$ cat src/rtl/baud_sel_pkg.sv
// Package: shared types and helpers for the serial bit-rate tick generator.
// Assumes mode bit 0 set means the rate comes from timer overflows.
package baud_sel_pkg;

    // Serial port operating modes, in the order of their two-bit code.
    typedef enum logic [1:0] {
        SP_SHIFT  = 2'b00,
        SP_TIMED8 = 2'b01,
        SP_FIXED9 = 2'b10,
        SP_TIMED9 = 2'b11
    } sp_mode_e;

    // Transmit and receive lanes.
    localparam int unsigned LANE_TX = 0;
    localparam int unsigned LANE_RX = 1;
    localparam int unsigned LANES   = 2;

    // True when the mode takes its rate from timer overflow pulses.
    function automatic logic sp_is_timed(input logic [1:0] mode);
        return mode[0];
    endfunction

    // Larger of two unsigned values, used for counter sizing.
    function automatic int unsigned umax(input int unsigned a, input int unsigned b);
        return (a > b) ? a : b;
    endfunction

endpackage

$ cat src/rtl/baud_cnt.sv
// Module: modulo event counter that emits a one-cycle tick on wrap.
// Counts ev pulses. When the count reaches lim-1 on an event it wraps to
// zero and raises tick for the next cycle. Assumes lim is at least 2.
// A synchronous clear or reset forces the count and tick to zero.
module baud_cnt #(
    parameter int unsigned CW = 7
) (
    input  logic          clk,
    input  logic          rst_n,
    input  logic          clr,
    input  logic          ev,
    input  logic [CW-1:0] lim,
    output logic          tick
);

    logic [CW-1:0] cnt_q;
    logic          wrap;

    // Wrap when the current count is the last step of the division
    // (>= keeps it safe if lim shrinks mid-count).
    assign wrap = (cnt_q >= (lim - CW'(1)));

    // Advance the count on each event and register the wrap tick.
    always_ff @(posedge clk) begin
        if (!rst_n || clr) begin
            cnt_q <= '0;
            tick  <= 1'b0;
        end else if (ev) begin
            if (wrap) begin
                cnt_q <= '0;
                tick  <= 1'b1;
            end else begin
                cnt_q <= cnt_q + CW'(1);
                tick  <= 1'b0;
            end
        end else begin
            tick <= 1'b0;
        end
    end

endmodule

$ cat src/rtl/baud_fixed.sv
// Module: fixed-ratio divider for the two modes clocked from the system clock.
// Counts every enabled clock. Shift mode uses SHIFT_DIV; the fixed 9-bit
// mode uses SLOW_DIV or, with doubling, FAST_DIV.
// Assumes the enable is low in the timed modes.
module baud_fixed #(
    parameter int unsigned CW        = 7,
    parameter int unsigned SHIFT_DIV = 12,
    parameter int unsigned SLOW_DIV  = 64,
    parameter int unsigned FAST_DIV  = 32
) (
    input  logic       clk,
    input  logic       rst_n,
    input  logic       clr,
    input  logic       en,
    input  logic [1:0] mode,
    input  logic       dbl,
    output logic       tick
);
    import baud_sel_pkg::*;

    logic [CW-1:0] lim;

    // Pick the division ratio from the current mode and doubling bit.
    always_comb begin
        if (mode == SP_FIXED9) begin
            lim = dbl ? CW'(FAST_DIV) : CW'(SLOW_DIV);
        end else begin
            lim = CW'(SHIFT_DIV);
        end
    end

    baud_cnt #(.CW(CW)) u_cnt (
        .clk  (clk),
        .rst_n(rst_n),
        .clr  (clr),
        .ev   (en),
        .lim  (lim),
        .tick (tick)
    );

endmodule

$ cat src/rtl/baud_lane.sv
// Module: one direction's timed-mode divider.
// Selects timer 1 or timer 2 overflow pulses. Timer 2 pulses are always
// divided by FAST_DIV. Timer 1 pulses are divided by SLOW_DIV, or by
// FAST_DIV when doubling is set. Assumes overflow inputs are one cycle wide.
module baud_lane #(
    parameter int unsigned CW       = 7,
    parameter int unsigned SLOW_DIV = 32,
    parameter int unsigned FAST_DIV = 16
) (
    input  logic clk,
    input  logic rst_n,
    input  logic clr,
    input  logic en,
    input  logic t2_sel,
    input  logic dbl,
    input  logic t1_ovf,
    input  logic t2_ovf,
    output logic tick
);

    logic          src_ev;
    logic [CW-1:0] lim;

    // Route the chosen timer's overflow into the counter, gated by mode.
    always_comb begin
        src_ev = en & (t2_sel ? t2_ovf : t1_ovf);
    end

    // Pick the divide ratio; doubling applies only to the timer 1 source.
    always_comb begin
        if (t2_sel || dbl) begin
            lim = CW'(FAST_DIV);
        end else begin
            lim = CW'(SLOW_DIV);
        end
    end

    baud_cnt #(.CW(CW)) u_cnt (
        .clk  (clk),
        .rst_n(rst_n),
        .clr  (clr),
        .ev   (src_ev),
        .lim  (lim),
        .tick (tick)
    );

endmodule

$ cat src/rtl/baud_tick_sel.sv
// Module: serial port bit-rate tick generator (top).
// Fixed-rate modes share one system-clock divider. Timed modes run one
// overflow divider per direction with an independent source choice.
// A change in mode clears all counters. Outputs follow the mode seen at
// the previous edge, so each output is a registered tick.
// Assumes all inputs are synchronous to clk.
module baud_tick_sel #(
    parameter int unsigned SHIFT_DIV    = 12,
    parameter int unsigned FIX_SLOW_DIV = 64,
    parameter int unsigned FIX_FAST_DIV = 32,
    parameter int unsigned OVF_SLOW_DIV = 32,
    parameter int unsigned OVF_FAST_DIV = 16
) (
    input  logic       clk,
    input  logic       rst_n,
    input  logic [1:0] mode_i,
    input  logic       dbl_i,
    input  logic       tx_t2_sel_i,
    input  logic       rx_t2_sel_i,
    input  logic       t1_ovf_i,
    input  logic       t2_ovf_i,
    output logic       tx_tick_o,
    output logic       rx_tick_o
);
    import baud_sel_pkg::*;

    localparam int unsigned MAX_DIV = umax(umax(SHIFT_DIV, FIX_SLOW_DIV),
                                           umax(FIX_FAST_DIV, umax(OVF_SLOW_DIV, OVF_FAST_DIV)));
    localparam int unsigned CW      = $clog2(MAX_DIV) + 1;

    sp_mode_e           mode_q;
    logic               mode_chg;
    logic               timed_now;
    logic               fix_tick;
    logic [LANES-1:0]   lane_sel;
    logic [LANES-1:0]   lane_tick;

    // Remember the mode of the previous edge for change detection and output muxing.
    always_ff @(posedge clk) begin
        if (!rst_n) begin
            mode_q <= sp_mode_e'(mode_i);
        end else begin
            mode_q <= sp_mode_e'(mode_i);
        end
    end

    // Flag a mode change and classify the current mode.
    always_comb begin
        mode_chg  = (mode_i != mode_q);
        timed_now = sp_is_timed(mode_i);
    end

    // Gather per-lane source selects in lane order.
    always_comb begin
        lane_sel[LANE_TX] = tx_t2_sel_i;
        lane_sel[LANE_RX] = rx_t2_sel_i;
    end

    baud_fixed #(
        .CW       (CW),
        .SHIFT_DIV(SHIFT_DIV),
        .SLOW_DIV (FIX_SLOW_DIV),
        .FAST_DIV (FIX_FAST_DIV)
    ) u_fixed (
        .clk  (clk),
        .rst_n(rst_n),
        .clr  (mode_chg),
        .en   (~timed_now),
        .mode (mode_i),
        .dbl  (dbl_i),
        .tick (fix_tick)
    );

    for (genvar g = 0; g < LANES; g++) begin : g_lane
        baud_lane #(
            .CW      (CW),
            .SLOW_DIV(OVF_SLOW_DIV),
            .FAST_DIV(OVF_FAST_DIV)
        ) u_lane (
            .clk   (clk),
            .rst_n (rst_n),
            .clr   (mode_chg),
            .en    (timed_now),
            .t2_sel(lane_sel[g]),
            .dbl   (dbl_i),
            .t1_ovf(t1_ovf_i),
            .t2_ovf(t2_ovf_i),
            .tick  (lane_tick[g])
        );
    end

    // Steer each output from the divider that ran on the previous edge.
    always_comb begin
        if (sp_is_timed(mode_q)) begin
            tx_tick_o = lane_tick[LANE_TX];
            rx_tick_o = lane_tick[LANE_RX];
        end else begin
            tx_tick_o = fix_tick;
            rx_tick_o = fix_tick;
        end
    end

endmodule

$ cat config.mk
export PLATFORM = sky130hd
export DESIGN_NAME = baud_tick_sel
export DESIGN_NICKNAME = d
export VERILOG_FILES = /design/src/rtl/baud_sel_pkg.sv /design/src/rtl/baud_cnt.sv /design/src/rtl/baud_fixed.sv /design/src/rtl/baud_lane.sv /design/src/rtl/baud_tick_sel.sv
export SDC_FILE = /design/constraint.sdc
export NUM_CORES = 1
export LEC_CHECK = 0
export BUFFER_PORTS_ARGS = -buffer_cell sky130_fd_sc_hd__buf_2
export CORE_ASPECT_RATIO = 0.8
export CORE_MARGIN = 3
export CORE_UTILIZATION = 45
export CTS_BUF_LIST = sky130_fd_sc_hd__clkbuf_8 sky130_fd_sc_hd__clkbuf_16
export DETAILED_ROUTE_END_ITERATION = 12
export GPL_TIMING_DRIVEN = 0
export PLACE_DENSITY_LB_ADDON = 0.25
export SYNTH_ARGS = -nofsm -noshare
export SYNTH_HDL_FRONTEND = slang
export SYNTH_SLANG_ARGS = --single-unit
$ cat constraint.sdc
create_clock -name clk -period 2.25 [get_ports clk]
set_clock_uncertainty 0.05 [all_clocks]
set_input_delay 0.3375 -clock clk [delete_from_list [all_inputs] [get_ports clk]]
set_output_delay 0.3375 -clock clk [all_outputs]
set_load 0.02 [all_outputs]
==> results.sh <==
export IMPL_status="finished, final reports clean"
export IMPL_cts_hold_buffers=0
export IMPL_grtUsageTotal=0.1534
export IMPL_finish_net_count=175
export IMPL_worst_hold_path_type="in -> reg"
export IMPL_synthesis_area_mm2=0.001315
export IMPL_global_placement_routability_congestion=0.8248
export IMPL_place_detailed_instances=188
export IMPL_instances_no_fill=192
export IMPL_postSynthRegisterBits=26
export IMPL_timing_max_transition_violations_final=0
export IMPL_worstPathCellList="buf_2 > buf_2 > nand2b_1 > or2_2 > ha_1 > nand3_1 > a21oi_1 > or3_1 > buf_6 > nor2_2"
export IMPL_commonest_cells_after_routing_fill_and_taps_aside="26 x sky130_fd_sc_hd__dfxtp_1, 16 x sky130_fd_sc_hd__nor2_1, 14 x sky130_fd_sc_hd__xor2_1"
export IMPL_layout_drive_gt1_share=0.2051
export IMPL_max_cap_violations=0
export IMPL_final_hold_viol_count=0
export IMPL_combinationalPowerShare=0.082
export IMPL_post_cts_resize_count=0
export IMPL_ctsRootBufferMaster="sky130_fd_sc_hd__clkbuf_8"
export IMPL_cts_inserted_buffers=3
export IMPL_postSynthCellCount=142
export IMPL_initial_utilization=0.5053
export IMPL_clkTransAtPathRegs_ps=80
export IMPL_critical_path_slowest_cell="sky130_fd_sc_hd__or3_1"
export IMPL_clkSinkCount=26
export IMPL_number_of_setup_violations_in_the_final_report=0
export IMPL_chipHeight_um=54.35
export IMPL_clk_insertion_delay_late_ps=260
export IMPL_synthesis_yosys_warnings=0
export IMPL_io_buffers=10
export IMPL_post_synth_cell_area_avg_um2=9.261
export IMPL_core_area_mm2=0.002603
export IMPL_worst_slew_margin=0.6629
export IMPL_p_sw_w=0.0001802
export IMPL_post_place_ws_ps=-107.5
export IMPL_worst_ep_arrival_time_ps=2240
export IMPL_power_per_cell_area_mw_per_mm2=565.7
export IMPL_maximum_vdd_ir_drop_mv=0.4031
export IMPL_cts_tree="built"
export IMPL_final_common_cell="sky130_fd_sc_hd__dfxtp_1"
export IMPL_grt_setup_unrepaired="no"
export IMPL_detailroute_via_count=1000
export IMPL_route_detailed_drc=0
export IMPL_synth_cell_types=35
export IMPL_synthArstFlopShare=0
export IMPL_syn_num_nets=160
export IMPL_pwr_share_clk=0.353
export IMPL_area_overhead_vs_synth_pct=11.42
export IMPL_detail_route_vias_per_cell=5.208
export IMPL_timing_critical_path_from_type="input port"
export IMPL_grt_first_pass_wirelength_um=4153
export IMPL_wl_per_cell_um=12.50
export IMPL_clock_tree_buffer_depth=2
export IMPL_number_of_antenna_violations_at_the_first_check_in_global_routing=0
export IMPL_vias_in_the_first_global_route=925
export IMPL_postLayoutSetupSlackWorst_ps=168.9
export IMPL_synth_enable_flop_cells=0
export IMPL_synth_top_cell_by_area="sky130_fd_sc_hd__dfxtp_1"
export IMPL_dr_pass1_iters=4
export IMPL_static_leakage_power_nw=0.5976
export IMPL_placementRows=16
export IMPL_timing_critical_path_slowest_cell_delay_ps=380
export IMPL_required_ps=2410
export IMPL_initialDrtViolationCount=28
export IMPL_fin_crit_ps=2081
export IMPL_report_power_total_w=0.0008288
export IMPL_ant_diodes=0
export IMPL_post_synth_main_area_contributors="sky130_fd_sc_hd__dfxtp_1 40%, sky130_fd_sc_hd__xor2_1 9.3%, sky130_fd_sc_hd__ha_1 8.6%"
export IMPL_cpLargestDelayFamily="simple AND/OR/NAND/NOR gates"
export IMPL_worst_path_max_fanout=10
export IMPL_place_detailed_hpwl_um=1827
export IMPL_gr_total_overflow=0
export IMPL_cts_setup_buffers=0
export IMPL_boundaryPins=11
export IMPL_timing_fmax_mhz=480.5
export IMPL_htree_num_levels=1
export IMPL_ys_seq_area_frac=0.3958
export IMPL_worstMarginPinSlew_ps=502.2
export IMPL_crit_type="in -> reg"
export IMPL_path_buf_inv=3
export IMPL_detail_route_wirelength_um=2400
export IMPL_dominantRegCellSynth="sky130_fd_sc_hd__dfxtp_1"
export IMPL_drtAntennaViolNets=0
export IMPL_sequentialPowerShare=0.565
export IMPL_dieArea_mm2=0.003611
export IMPL_critical_path_most_common_cell="sky130_fd_sc_hd__buf_2"
export IMPL_critPathCaptureType="flop"
export IMPL_sw_frac_of_total=0.2175
export IMPL_final_min_period_over_clock_period=0.9249
export IMPL_post_synth_top_area_fraction=0.3958
export IMPL_horiz_die_dim_um=66.44
export IMPL_internal_power_w=0.0006486
export IMPL_grt_start_max_net_pins=15
sequential cells by signal (all words and copies together) (netlist names):
name and flops:
g_lane.u_lane.u_cnt.tick 2, g_lane.u_lane.u_cnt.cnt_q 14, u_fixed.u_cnt.tick 1, u_fixed.u_cnt.cnt_q 7, mode_q 2
cells by family after synthesis:
kind of cell    count (synthesis)  synth area share
xor+xnor                       18            0.1313
compound gates                 14           0.06755
fa+ha+maj                       9           0.08563
simple gates                   68            0.2759
buf+inv                         3           0.01617
flops                          26            0.3958
mux                             3           0.02474
other cells                     1          0.002852
routing by layer:
metal	GRT usage	part of all wire
met2	0.2488	0.47
met1	0.1958	0.50
met5	0	0
met3	0.04928	0.030
met4	0.04730	0.0079
worst paths after layout:
| kind | from | endpoint | slack (ps) | depth (start not counted) |
|---|---|---|---|---|
| setup / recovery | mode_i[0] | u_fixed.u_cnt.cnt_q[2] | 170 | 10 |
| hold / removal | mode_i[1] | mode_q[1] | 190 | 1 |
| setup reg to reg | u_fixed.u_cnt.cnt_q[6] | u_fixed.u_cnt.cnt_q[2] | 620 | 6 |
| hold reg to reg | g_lane[1].u_lane.u_cnt.cnt_q[6] | g_lane[1].u_lane.u_cnt.cnt_q[6] | 440 | 2 |
final cells by class:
type	instances	area (um^2)
fill	253	1137
buffer	3	21.27
tap	36	45.04
clock buffer	4	55.05
multi-input combinational	113	773.2
timing repair buffer	10	50.05
sequential	26	520.5
cell usage after synthesis, drive strengths merged (2+ instances only):
master	n
nand3	11
dfxtp	26
or3	2
or2	3
nor2	21
nand4b	3
a31oi	2
nand4	3
mux2	2
ha	9
xor2	14
buf	3
and3	6
xnor2	4
o21ai	3
nand2	9
nor3	4
nand2b	2
a21oi	5
metrics by stage:
step | hold WS, ps | utilization | TNS [ps] | area, um^2
finish | 185.7 | 0.5630 | 0 | 1465
global route | 167.3 | 0.5630 | 0 | 1465
CTS | 176.0 | 0.5630 | 0 | 1465
detailed placement | 416.5 | 0.5418 | -707.0 | 1410
global placement | 405.2 | 0.5418 | -345.4 | 1410
floorplan | 315.2 | - | 0 | 1315
power by group through the flow:
stage          sequential [W]  combinational, W  clock, W
2_1_floorplan        0.000478         0.0000466         0
3_3_place_gp         0.000479         0.0000661         0
3_5_place_dp         0.000479         0.0000674         0
4_1_cts              0.000469         0.0000683  0.000310
5_1_grt              0.000469         0.0000752  0.000327
6_report             0.000468         0.0000676  0.000293
(Power assumes the default switching activity.)
